## src/rtl/ipi_pkg.sv

```systemverilog
package ipi_pkg;
    localparam int VEC_W  = 8;
    localparam int MODE_W = 3;

    typedef enum logic [1:0] {
        SH_DEST   = 2'd0,
        SH_SELF   = 2'd1,
        SH_ALL    = 2'd2,
        SH_OTHERS = 2'd3
    } short_e;

    typedef enum logic [1:0] {
        ST_IDLE,
        ST_UNI,
        ST_BCAST,
        ST_DRAIN
    } state_e;

    typedef struct packed {
        logic [VEC_W-1:0]  vector;
        logic [MODE_W-1:0] mode;
        logic              trig;
    } ipi_payload_t;
endpackage

```

## src/rtl/ipi_seq.sv

```systemverilog
module ipi_seq
    import ipi_pkg::*;
#(
    parameter int NUM_CORES = 4,
    parameter int SELF_ID   = 2,
    parameter int ID_W      = 2
) (
    input  logic            clk,
    input  logic            rst_n,
    input  logic            cmd_valid,
    input  short_e          cmd_short,
    input  logic [ID_W-1:0] cmd_dest,
    input  ipi_payload_t    cmd_pay,
    input  logic            msg_ready,
    input  logic            cnt_zero,
    output logic            cmd_ready,
    output logic            msg_valid,
    output logic [ID_W-1:0] msg_dest,
    output ipi_payload_t    msg_pay,
    output logic            add_one,
    output logic            add_bcast,
    output logic            lirq_fire
);
    localparam int FIRST_ID = (SELF_ID == 0) ? 1 : 0;
    localparam int LAST_ID  = (SELF_ID == NUM_CORES - 1) ? NUM_CORES - 2 : NUM_CORES - 1;
    localparam logic [ID_W-1:0] SELF_L  = ID_W'(SELF_ID);
    localparam logic [ID_W-1:0] FIRST_L = ID_W'(FIRST_ID);
    localparam logic [ID_W-1:0] LAST_L  = ID_W'(LAST_ID);

    state_e          state_q, state_d;
    logic [ID_W-1:0] idx_q, idx_d, idx_inc, idx_step;
    ipi_payload_t    pay_q, pay_d;
    logic            accept;

    assign accept = cmd_valid && (state_q == ST_IDLE);

    always_ff @(posedge clk) begin
        if (!rst_n) begin
            state_q <= ST_IDLE;
            idx_q   <= '0;
            pay_q   <= '0;
        end else begin
            state_q <= state_d;
            idx_q   <= idx_d;
            pay_q   <= pay_d;
        end
    end

    always_comb begin
        idx_inc  = idx_q + ID_W'(1);
        idx_step = (idx_inc == SELF_L) ? idx_inc + ID_W'(1) : idx_inc;
    end

    always_comb begin
        state_d = state_q;
        idx_d   = idx_q;
        pay_d   = accept ? cmd_pay : pay_q;
        unique case (state_q)
            ST_IDLE: begin
                if (accept) begin
                    unique case (cmd_short)
                        SH_DEST: begin
                            state_d = ST_UNI;
                            idx_d   = cmd_dest;
                        end
                        SH_SELF: state_d = ST_IDLE;
                        SH_ALL, SH_OTHERS: begin
                            state_d = ST_BCAST;
                            idx_d   = FIRST_L;
                        end
                    endcase
                end
            end
            ST_UNI: begin
                if (msg_ready) state_d = ST_DRAIN;
            end
            ST_BCAST: begin
                if (msg_ready) begin
                    if (idx_q == LAST_L) state_d = ST_DRAIN;
                    else                 idx_d   = idx_step;
                end
            end
            ST_DRAIN: begin
                if (cnt_zero) state_d = ST_IDLE;
            end
        endcase
    end

    always_comb begin
        cmd_ready = (state_q == ST_IDLE);
        msg_valid = (state_q == ST_UNI) || (state_q == ST_BCAST);
        msg_dest  = idx_q;
        msg_pay   = pay_q;
        add_one   = accept && (cmd_short == SH_DEST);
        add_bcast = accept && ((cmd_short == SH_ALL) || (cmd_short == SH_OTHERS));
        lirq_fire = accept && ((cmd_short == SH_SELF) || (cmd_short == SH_ALL));
    end
endmodule

```

## src/rtl/ipi_inflight.sv

```systemverilog
module ipi_inflight #(
    parameter int NUM_CORES = 4,
    parameter int CNT_W     = 3
) (
    input  logic clk,
    input  logic rst_n,
    input  logic add_one,
    input  logic add_bcast,
    input  logic rsp_valid,
    output logic busy,
    output logic cnt_zero,
    output logic rsp_err
);
    localparam logic [CNT_W-1:0] BCAST_ADD = CNT_W'(NUM_CORES - 1);

    logic [CNT_W-1:0] cnt_q, cnt_d;
    logic             dec, stray, err_q;

    always_comb begin
        dec   = rsp_valid && (cnt_q != '0);
        stray = rsp_valid && (cnt_q == '0);
        cnt_d = cnt_q;
        if (add_one)   cnt_d = cnt_d + CNT_W'(1);
        if (add_bcast) cnt_d = cnt_d + BCAST_ADD;
        if (dec)       cnt_d = cnt_d - CNT_W'(1);
    end

    always_ff @(posedge clk) begin
        if (!rst_n) begin
            cnt_q <= '0;
            err_q <= 1'b0;
        end else begin
            cnt_q <= cnt_d;
            err_q <= err_q || stray;
        end
    end

    assign busy     = (cnt_q != '0);
    assign cnt_zero = (cnt_q == '0);
    assign rsp_err  = err_q;
endmodule

```

## src/rtl/ipi_local.sv

```systemverilog
module ipi_local
    import ipi_pkg::*;
(
    input  logic         clk,
    input  logic         rst_n,
    input  logic         lirq_fire,
    input  ipi_payload_t cmd_pay,
    output logic         lirq_valid,
    output ipi_payload_t lirq_pay
);
    always_ff @(posedge clk) begin
        if (!rst_n) begin
            lirq_valid <= 1'b0;
            lirq_pay   <= '0;
        end else begin
            lirq_valid <= lirq_fire;
            if (lirq_fire) lirq_pay <= cmd_pay;
        end
    end
endmodule

```

## src/rtl/ipi_dispatch.sv

```systemverilog
module ipi_dispatch
    import ipi_pkg::*;
#(
    parameter int NUM_CORES = 4,
    parameter int SELF_ID   = 2,
    localparam int ID_W     = (NUM_CORES > 1) ? $clog2(NUM_CORES) : 1,
    localparam int CNT_W    = $clog2(NUM_CORES) + 1
) (
    input  logic              clk,
    input  logic              rst_n,
    input  logic              cmd_valid,
    output logic              cmd_ready,
    input  logic [1:0]        cmd_short,
    input  logic [ID_W-1:0]   cmd_dest,
    input  logic [VEC_W-1:0]  cmd_vector,
    input  logic [MODE_W-1:0] cmd_mode,
    input  logic              cmd_trig,
    output logic              msg_valid,
    input  logic              msg_ready,
    output logic [ID_W-1:0]   msg_dest,
    output logic [VEC_W-1:0]  msg_vector,
    output logic [MODE_W-1:0] msg_mode,
    output logic              msg_trig,
    input  logic              rsp_valid,
    output logic              lirq_valid,
    output logic [VEC_W-1:0]  lirq_vector,
    output logic [MODE_W-1:0] lirq_mode,
    output logic              lirq_trig,
    output logic              busy,
    output logic              rsp_err
);
    ipi_payload_t cmd_pay, msg_pay, lirq_pay;
    logic         add_one, add_bcast, lirq_fire, cnt_zero;

    assign cmd_pay = '{vector: cmd_vector, mode: cmd_mode, trig: cmd_trig};

    ipi_seq #(.NUM_CORES(NUM_CORES), .SELF_ID(SELF_ID), .ID_W(ID_W)) u_seq (
        .clk       (clk),
        .rst_n     (rst_n),
        .cmd_valid (cmd_valid),
        .cmd_short (short_e'(cmd_short)),
        .cmd_dest  (cmd_dest),
        .cmd_pay   (cmd_pay),
        .msg_ready (msg_ready),
        .cnt_zero  (cnt_zero),
        .cmd_ready (cmd_ready),
        .msg_valid (msg_valid),
        .msg_dest  (msg_dest),
        .msg_pay   (msg_pay),
        .add_one   (add_one),
        .add_bcast (add_bcast),
        .lirq_fire (lirq_fire)
    );

    ipi_inflight #(.NUM_CORES(NUM_CORES), .CNT_W(CNT_W)) u_cnt (
        .clk       (clk),
        .rst_n     (rst_n),
        .add_one   (add_one),
        .add_bcast (add_bcast),
        .rsp_valid (rsp_valid),
        .busy      (busy),
        .cnt_zero  (cnt_zero),
        .rsp_err   (rsp_err)
    );

    ipi_local u_local (
        .clk        (clk),
        .rst_n      (rst_n),
        .lirq_fire  (lirq_fire),
        .cmd_pay    (cmd_pay),
        .lirq_valid (lirq_valid),
        .lirq_pay   (lirq_pay)
    );

    assign msg_vector  = msg_pay.vector;
    assign msg_mode    = msg_pay.mode;
    assign msg_trig    = msg_pay.trig;
    assign lirq_vector = lirq_pay.vector;
    assign lirq_mode   = lirq_pay.mode;
    assign lirq_trig   = lirq_pay.trig;
endmodule

```

## config.mk

```make
export PLATFORM = sky130hd
export DESIGN_NAME = ipi_dispatch
export DESIGN_NICKNAME = d
export VERILOG_FILES = /design/src/rtl/ipi_pkg.sv /design/src/rtl/ipi_seq.sv /design/src/rtl/ipi_inflight.sv /design/src/rtl/ipi_local.sv /design/src/rtl/ipi_dispatch.sv
export SDC_FILE = /design/constraint.sdc
export NUM_CORES = 1
export LEC_CHECK = 0
export BUFFER_PORTS_ARGS = -buffer_cell sky130_fd_sc_hd__buf_2
export CAP_MARGIN = 20
export CORE_MARGIN = 2
export CORE_UTILIZATION = 40
export CTS_CLUSTER_DIAMETER = 60
export DETAILED_ROUTE_END_ITERATION = 16
export MAX_ROUTING_LAYER = met4
export PLACE_DENSITY = 0.71
export SYNTH_ARGS = -nofsm -noshare
export SYNTH_HDL_FRONTEND = slang
export SYNTH_SLANG_ARGS = --single-unit
```

## constraint.sdc

```tcl
create_clock -name clk -period 6.4 [get_ports clk]
set_input_delay 1.28 -clock clk [delete_from_list [all_inputs] [get_ports clk]]
set_output_delay 1.28 -clock clk [all_outputs]
set_load 0.005 [all_outputs]
```

==> metrics, run 1 <==
TritonCTS buffer count 5; die area 0.004696 mm2; clock latency on the worst-skew pair 0.28 ns; Final Slew Violations 0; vias in the first global route 1265; clk sinks 33; Finished Layout Cells 301; critical-path cell list buf_2 -> and2_1 -> nand2_1 -> mux2i_1 -> ha_1 -> a21oi_1 -> o21bai_1 -> ha_1 -> nand2_1 -> mux2i_1 -> o21ai_0 -> nor3b_1; Async S/R FF share, synth 0%; start-to-end type of the worst setup path primary input to register; die width 68.53 um; clk slew on worst S/H paths 0.07 ns; Synth Instances 201; DP HPWL 2621 um; synth unique cells 37; Leakage 0.9504 nW; pin count of the biggest net entering global routing 32; RSZ-0062 raised after global routing no; DRC violations left 0; CTS tree done; Top Ports 52; port bufs 51; Congestion Overflow GR 0; Post-synth EDFFs 0; CP max stage delay 0.50 ns; row count 23; Clock Root Buffer clkbuf_8; post-CTS sizing 0; htree depth 2; n_diodes 0; period utilization 53.77%; final hold vios 0; Routed Wire Length 3526 um; commonest cells after routing, fill and taps aside 57 x nand2_1, 51 x buf_2, 33 x dfxtp_1, 29 x a21oi_1, 15 x ha_1; initial antenna violation count 0; min Tclk post-route 3.441 ns; synth warn 0; maximum fanout along the worst path 16; number of detailed-route iterations in the first pass 4; drt wl/cell 11.71 um; Max-slew headroom 37.42%; layout cells sized above 1 25.90%; commonest non-fill, non-tap cell in the layout nand2_1; nets 286; initial core utilization 41.63%; Vias/cell 4.857; status finished, final reports clean; Final ANT Viol Nets 0; Fin Clk Skew 0.004002 ns; Hold WC Path Type register to register; crit path DAT 3.57 ns; CP max stage cell and2_1; GRT Overall Usage 16.45%; clock buffer depth 2; synth-to-layout area growth 21.79%; crit path launch type primary input; Placed Cells 293; hold buffer count at CTS 0; Fmax 290.6 MHz; vias 1462; Max VDD drop 0.0002007 V; 1st-iter DRT viols 63; slew of the pin with the lowest slew margin 0.9376 ns; WP data required 6.53 ns; Power Density 371.0 mW/mm2; Syn Nets 237; setup_tns 0 ns; r2r setup slk 3.25 ns; syn avg cell area 8.285 um2; Final Setup Violations 0; cell area after synthesis 0.001665 mm2; Synth Register Bits 33; top_reg_cell synth dfxtp_1; Crit. End Element register; Seq/Total Area, Yosys 39.67%; Final Wtd Congestion 0.7708; Post-CTS Setup Inserts 0; global-route wire length before repair 5575 um; Die Height 68.53 um; max-cap viol count 0; core area 0.004000 mm2
==> stage by stage <==
step	worst slack (ns)	utilization (%)	hold WS (ns)	power, mW	area (um2)
2_1_floorplan	3.318	-	0.4527	0.5058	1665
3_3_place_gp	2.778	48.17	0.4393	0.5846	1927
3_5_place_dp	2.683	48.17	0.4462	0.5908	1927
4_1_cts	2.965	50.70	0.4548	0.7617	2028
5_1_grt	2.737	50.70	0.4729	0.8197	2028
6_report	2.959	50.70	0.4503	0.7525	2028
==> layer usage <==
layer	part of all wire [%]	GRT usage (%)	routed length, um	up-vias
li1	-	-	-	759
met1	46	20.94	1616	667
met2	48	24.88	1689	31
met3	5.0	4.058	176	5
met4	1.2	6.750	44	0
met5	0	-	0	-
==> logic make-up after synthesis <==
family	Yosys count	share of synthesized area [%]
xor+xnor	3	1.578
flops	33	39.67
compound gates	44	17.06
buf+inv	20	5.860
fa+ha+maj	15	11.27
simple gates	83	22.77
mux	3	1.803
==> report_power, final <==
part           switching [mW]  leakage [nW]  internal [mW]  total (mW)
Sequential             0.0298         0.270          0.250       0.280
Clock                  0.0723        0.0542         0.0971       0.169
Combinational           0.166         0.626          0.138       0.304
==> cell usage after synthesis, types with 2 or more instances <==
cell      instances  area [um2]
mux2i_1           3       30.03
dfxtp_1          33       660.6
o21ai_0           3       15.01
o21bai_1          2       15.01
ha_1             15       187.7
xnor2_1           3       26.28
inv_1            11       41.29
a21oi_1          29       145.1
nor3b_1           4       30.03
nand2_1          57       214.0
nand2b_1          4       25.02
a311oi_1          3       26.28
clkbuf_1          4       15.01
buf_2             2       10.01
nand3_1           2       10.01
nor2_1            5       18.77
==> layout make-up <==
cell class              instances  area (um2)
clock inverters                 1       5.005
clock buffers                   7       96.34
fillers                       397        1972
multi-input cells             148       907.1
inverters                      11       41.29
flip-flops and latches         33       660.6
repair buffers                 51       255.2
well taps                      50       62.56
==> critical path: cells and delay by family <==
family,cells,cell delay (ns)
buffers and inverters,1,0.11
and+or+nand+nor,4,0.91
adders and majority gates,2,0.53
muxes,2,0.37
AOI/OAI and AO/OA,3,0.35
==> final timing paths <==
kind / start / to / cells past startpoint
max reg2reg: u_seq.state_q[0] / u_cnt.cnt_q[2] / 13
min reg2reg: u_local.lirq_pay[2] / u_local.lirq_pay[2] / 2
max: cmd_valid / u_cnt.cnt_q[2] / 12
min: u_local.lirq_pay[2] / u_local.lirq_pay[2] / 2
==> registers in the layout, summed over array words and instances (netlist names) <==
signal	flops
u_cnt.cnt_q	3
u_cnt.rsp_err	1
u_local.lirq_pay	12
u_local.lirq_valid	1
u_seq.msg_dest	2
u_seq.msg_pay	12
u_seq.state_q	2
Power figures use the tool's default switching activity.
==> run 2: changes to the inputs <==
Clock period 6.4 ns to 3.5 ns, I/O delays scaled along.
==> metrics, run 2 (same netlist as run 1, synthesis figures left out) <==
1st-iter DRT viols 32 (-49%); number of detailed-route iterations in the first pass 4 (unchanged); DP HPWL 2669 um (+1.9%); slew of the pin with the lowest slew margin 0.9303 ns (-0.007345 ns); worst slack at placement 0.6066 ns (-2.076 ns); Power Density 680.1 mW/mm2 (+83%); commonest cells after routing, fill and taps aside 57 x nand2_1, 51 x buf_2, 33 x dfxtp_1, 29 x a21oi_1, 15 x ha_1; Final Slew Violations 0 (unchanged); Max VDD drop 0.0003575 V (+78%); crit path DAT 2.87 ns (-0.70 ns); start-to-end type of the worst setup path register to register; Worst path most repeated cell ha_1; Fin Clk Skew 0.006475 ns (+0.002473 ns); CP max stage delay 0.38 ns (-0.12 ns); core area 0.004000 mm2 (unchanged); row count 23 (unchanged); Worst R2R Start u_seq.state_q[0]; Routed Wire Length 3559 um (+0.94%); pin count of the biggest net entering global routing 32 (unchanged); drt wl/cell 11.78 um (+0.60%); Congestion Overflow GR 0 (unchanged); critical-path cell list inv_1 -> ha_1 -> and2_1 -> nand2_1 -> mux2i_1 -> ha_1 -> a21oi_1 -> o21bai_1 -> ha_1 -> nand2_1 -> mux2i_1 -> o21ai_0 -> nor3b_1; n_diodes 0 (unchanged); Leakage 0.9554 nW (+0.53%); Comb pwr share 40.7% (+0.4 points); r2r setup slk 0.76 ns (-2.49 ns); clk sinks 33 (unchanged); hold buffer count at CTS 0 (unchanged); GRT Overall Usage 16.02% (-0.43 points); nets 287 (+0.35%); clock latency on the worst-skew pair 0.28 ns (about the same); post-layout util 50.89% (+0.19 points); TritonCTS buffer count 5 (unchanged); Sw Ratio 35.53% (-0.036 points); port bufs 51 (unchanged); htree depth 2 (unchanged); min Tclk post-route 2.742 ns; switching pwr 0.4919 mW (+84%); Vias/cell 4.735 (-2.5%); Fmax 364.7 MHz; worst r2r dst u_cnt.cnt_q[2]; Int Pwr 0.8925 mW (+84%); initial antenna violation count 0 (unchanged); Max-slew headroom 37.91% (+0.49 points); Crit. End Element register; post-CTS sizing 0 (unchanged); Final Setup Violations 0 (unchanged); worst-case reg-to-reg path depth 13 (unchanged); DRC violations left 0 (unchanged); Post-CTS Setup Inserts 0 (unchanged); period utilization 78.35%; Top Ports 52 (unchanged); Die Height 68.53 um (unchanged); vias in the first global route 1208 (-4.5%); CP max stage cell dfxtp_1; die width 68.53 um (unchanged); CP endpoint u_cnt.cnt_q[2]; max-cap viol count 0 (unchanged); synth-to-layout area growth 22.24%; PnR worst setup slack 0.7577 ns (-2.201 ns); global-route wire length before repair 5382 um (-3.5%); Final Wtd Congestion 0.7575 (-1.7%); Clock Root Buffer clkbuf_8; fillcell total 409 (+3.0%); clock buffer depth 2 (unchanged); WP data required 3.63 ns (-2.90 ns); initial core utilization 41.63% (unchanged); clock share of power 22.6% (about the same); Final ANT Viol Nets 0 (unchanged); clk slew on worst S/H paths 0.07 ns (about the same); maximum fanout along the worst path 11 (-5); vias 1430 (-2.2%); die area 0.004696 mm2 (unchanged); status finished, final reports clean; sequential share of power 36.7% (-0.4 points); setup_tns 0 ns (unchanged); crit path launch type register; Hold WC Path Type register to register; total power 1.384 mW (+84%); CP Launch Point u_seq.state_q[0]; commonest non-fill, non-tap cell in the layout nand2_1; layout cells sized above 1 26.19% (+0.29 points); CTS tree done; final hold vios 0 (unchanged); RSZ-0062 raised after global routing no
run 2: worst min-delay path by stage:
stage                                    from                  end  depth (start not counted)
after global placement    u_local.lirq_pay[1]  u_local.lirq_pay[1]                          2
after floorplan           u_local.lirq_pay[0]  u_local.lirq_pay[0]                          2
after global routing         u_seq.msg_pay[0]     u_seq.msg_pay[0]                          2
final                     u_local.lirq_pay[6]  u_local.lirq_pay[6]                          2
after CTS                 u_local.lirq_pay[6]  u_local.lirq_pay[6]                          2
after detailed placement  u_local.lirq_pay[6]  u_local.lirq_pay[6]                          2
run 2: per-stage QoR:
step / instances / hold slack, ns / area [um2]
6_report: 302 / 0.4520 / 2036
5_1_grt: 302 / 0.4735 / 2036
4_1_cts: 302 / 0.4539 / 2036
3_5_place_dp: 294 / 0.4447 / 1934
3_3_place_gp: 294 / 0.4391 / 1934
2_1_floorplan: 201 / 0.4527 / 1665
run 2: final cells by class:
cell class / instances / area (um2) / share of cell area (%)
Inverter: 11 / 41.29 / 2.028
Timing Repair Buffer: 52 / 262.8 / 12.91
Clock inverter: 1 / 5.005 / 0.2459
Multi-Input combinational cell: 148 / 907.1 / 44.56
Tap cell: 50 / 62.56 / 3.073
Clock buffer: 7 / 96.34 / 4.733
Sequential cell: 33 / 660.6 / 32.45
run 2: per-layer routing:
layer	GRT usage [%]	part of all wire [%]	up-vias
li1	-	-	762
met1	19.42	46	634
met2	25.00	48	32
met3	5.519	5.0	2
met4	5.000	0.53	0
met5	-	0	-
run 2: worst max-delay path: cells and delay by family (launching register included):
family,cells,cell delay (ns)
adders and majority gates,3,0.78
muxes,2,0.43
DFF,1,0.38
AOI/OAI and AO/OA,3,0.35
and+or+nand+nor,4,0.57
buffers and inverters,1,0.08
run 2: power groups by stage:
stage / Sequential, mW / Combinational [mW] / Clock (mW)
global placement: 0.516 / 0.557 / 0
finish: 0.508 / 0.564 / 0.312
global route: 0.520 / 0.639 / 0.343
detailed placement: 0.518 / 0.566 / 0
CTS: 0.509 / 0.571 / 0.320
floorplan: 0.517 / 0.408 / 0
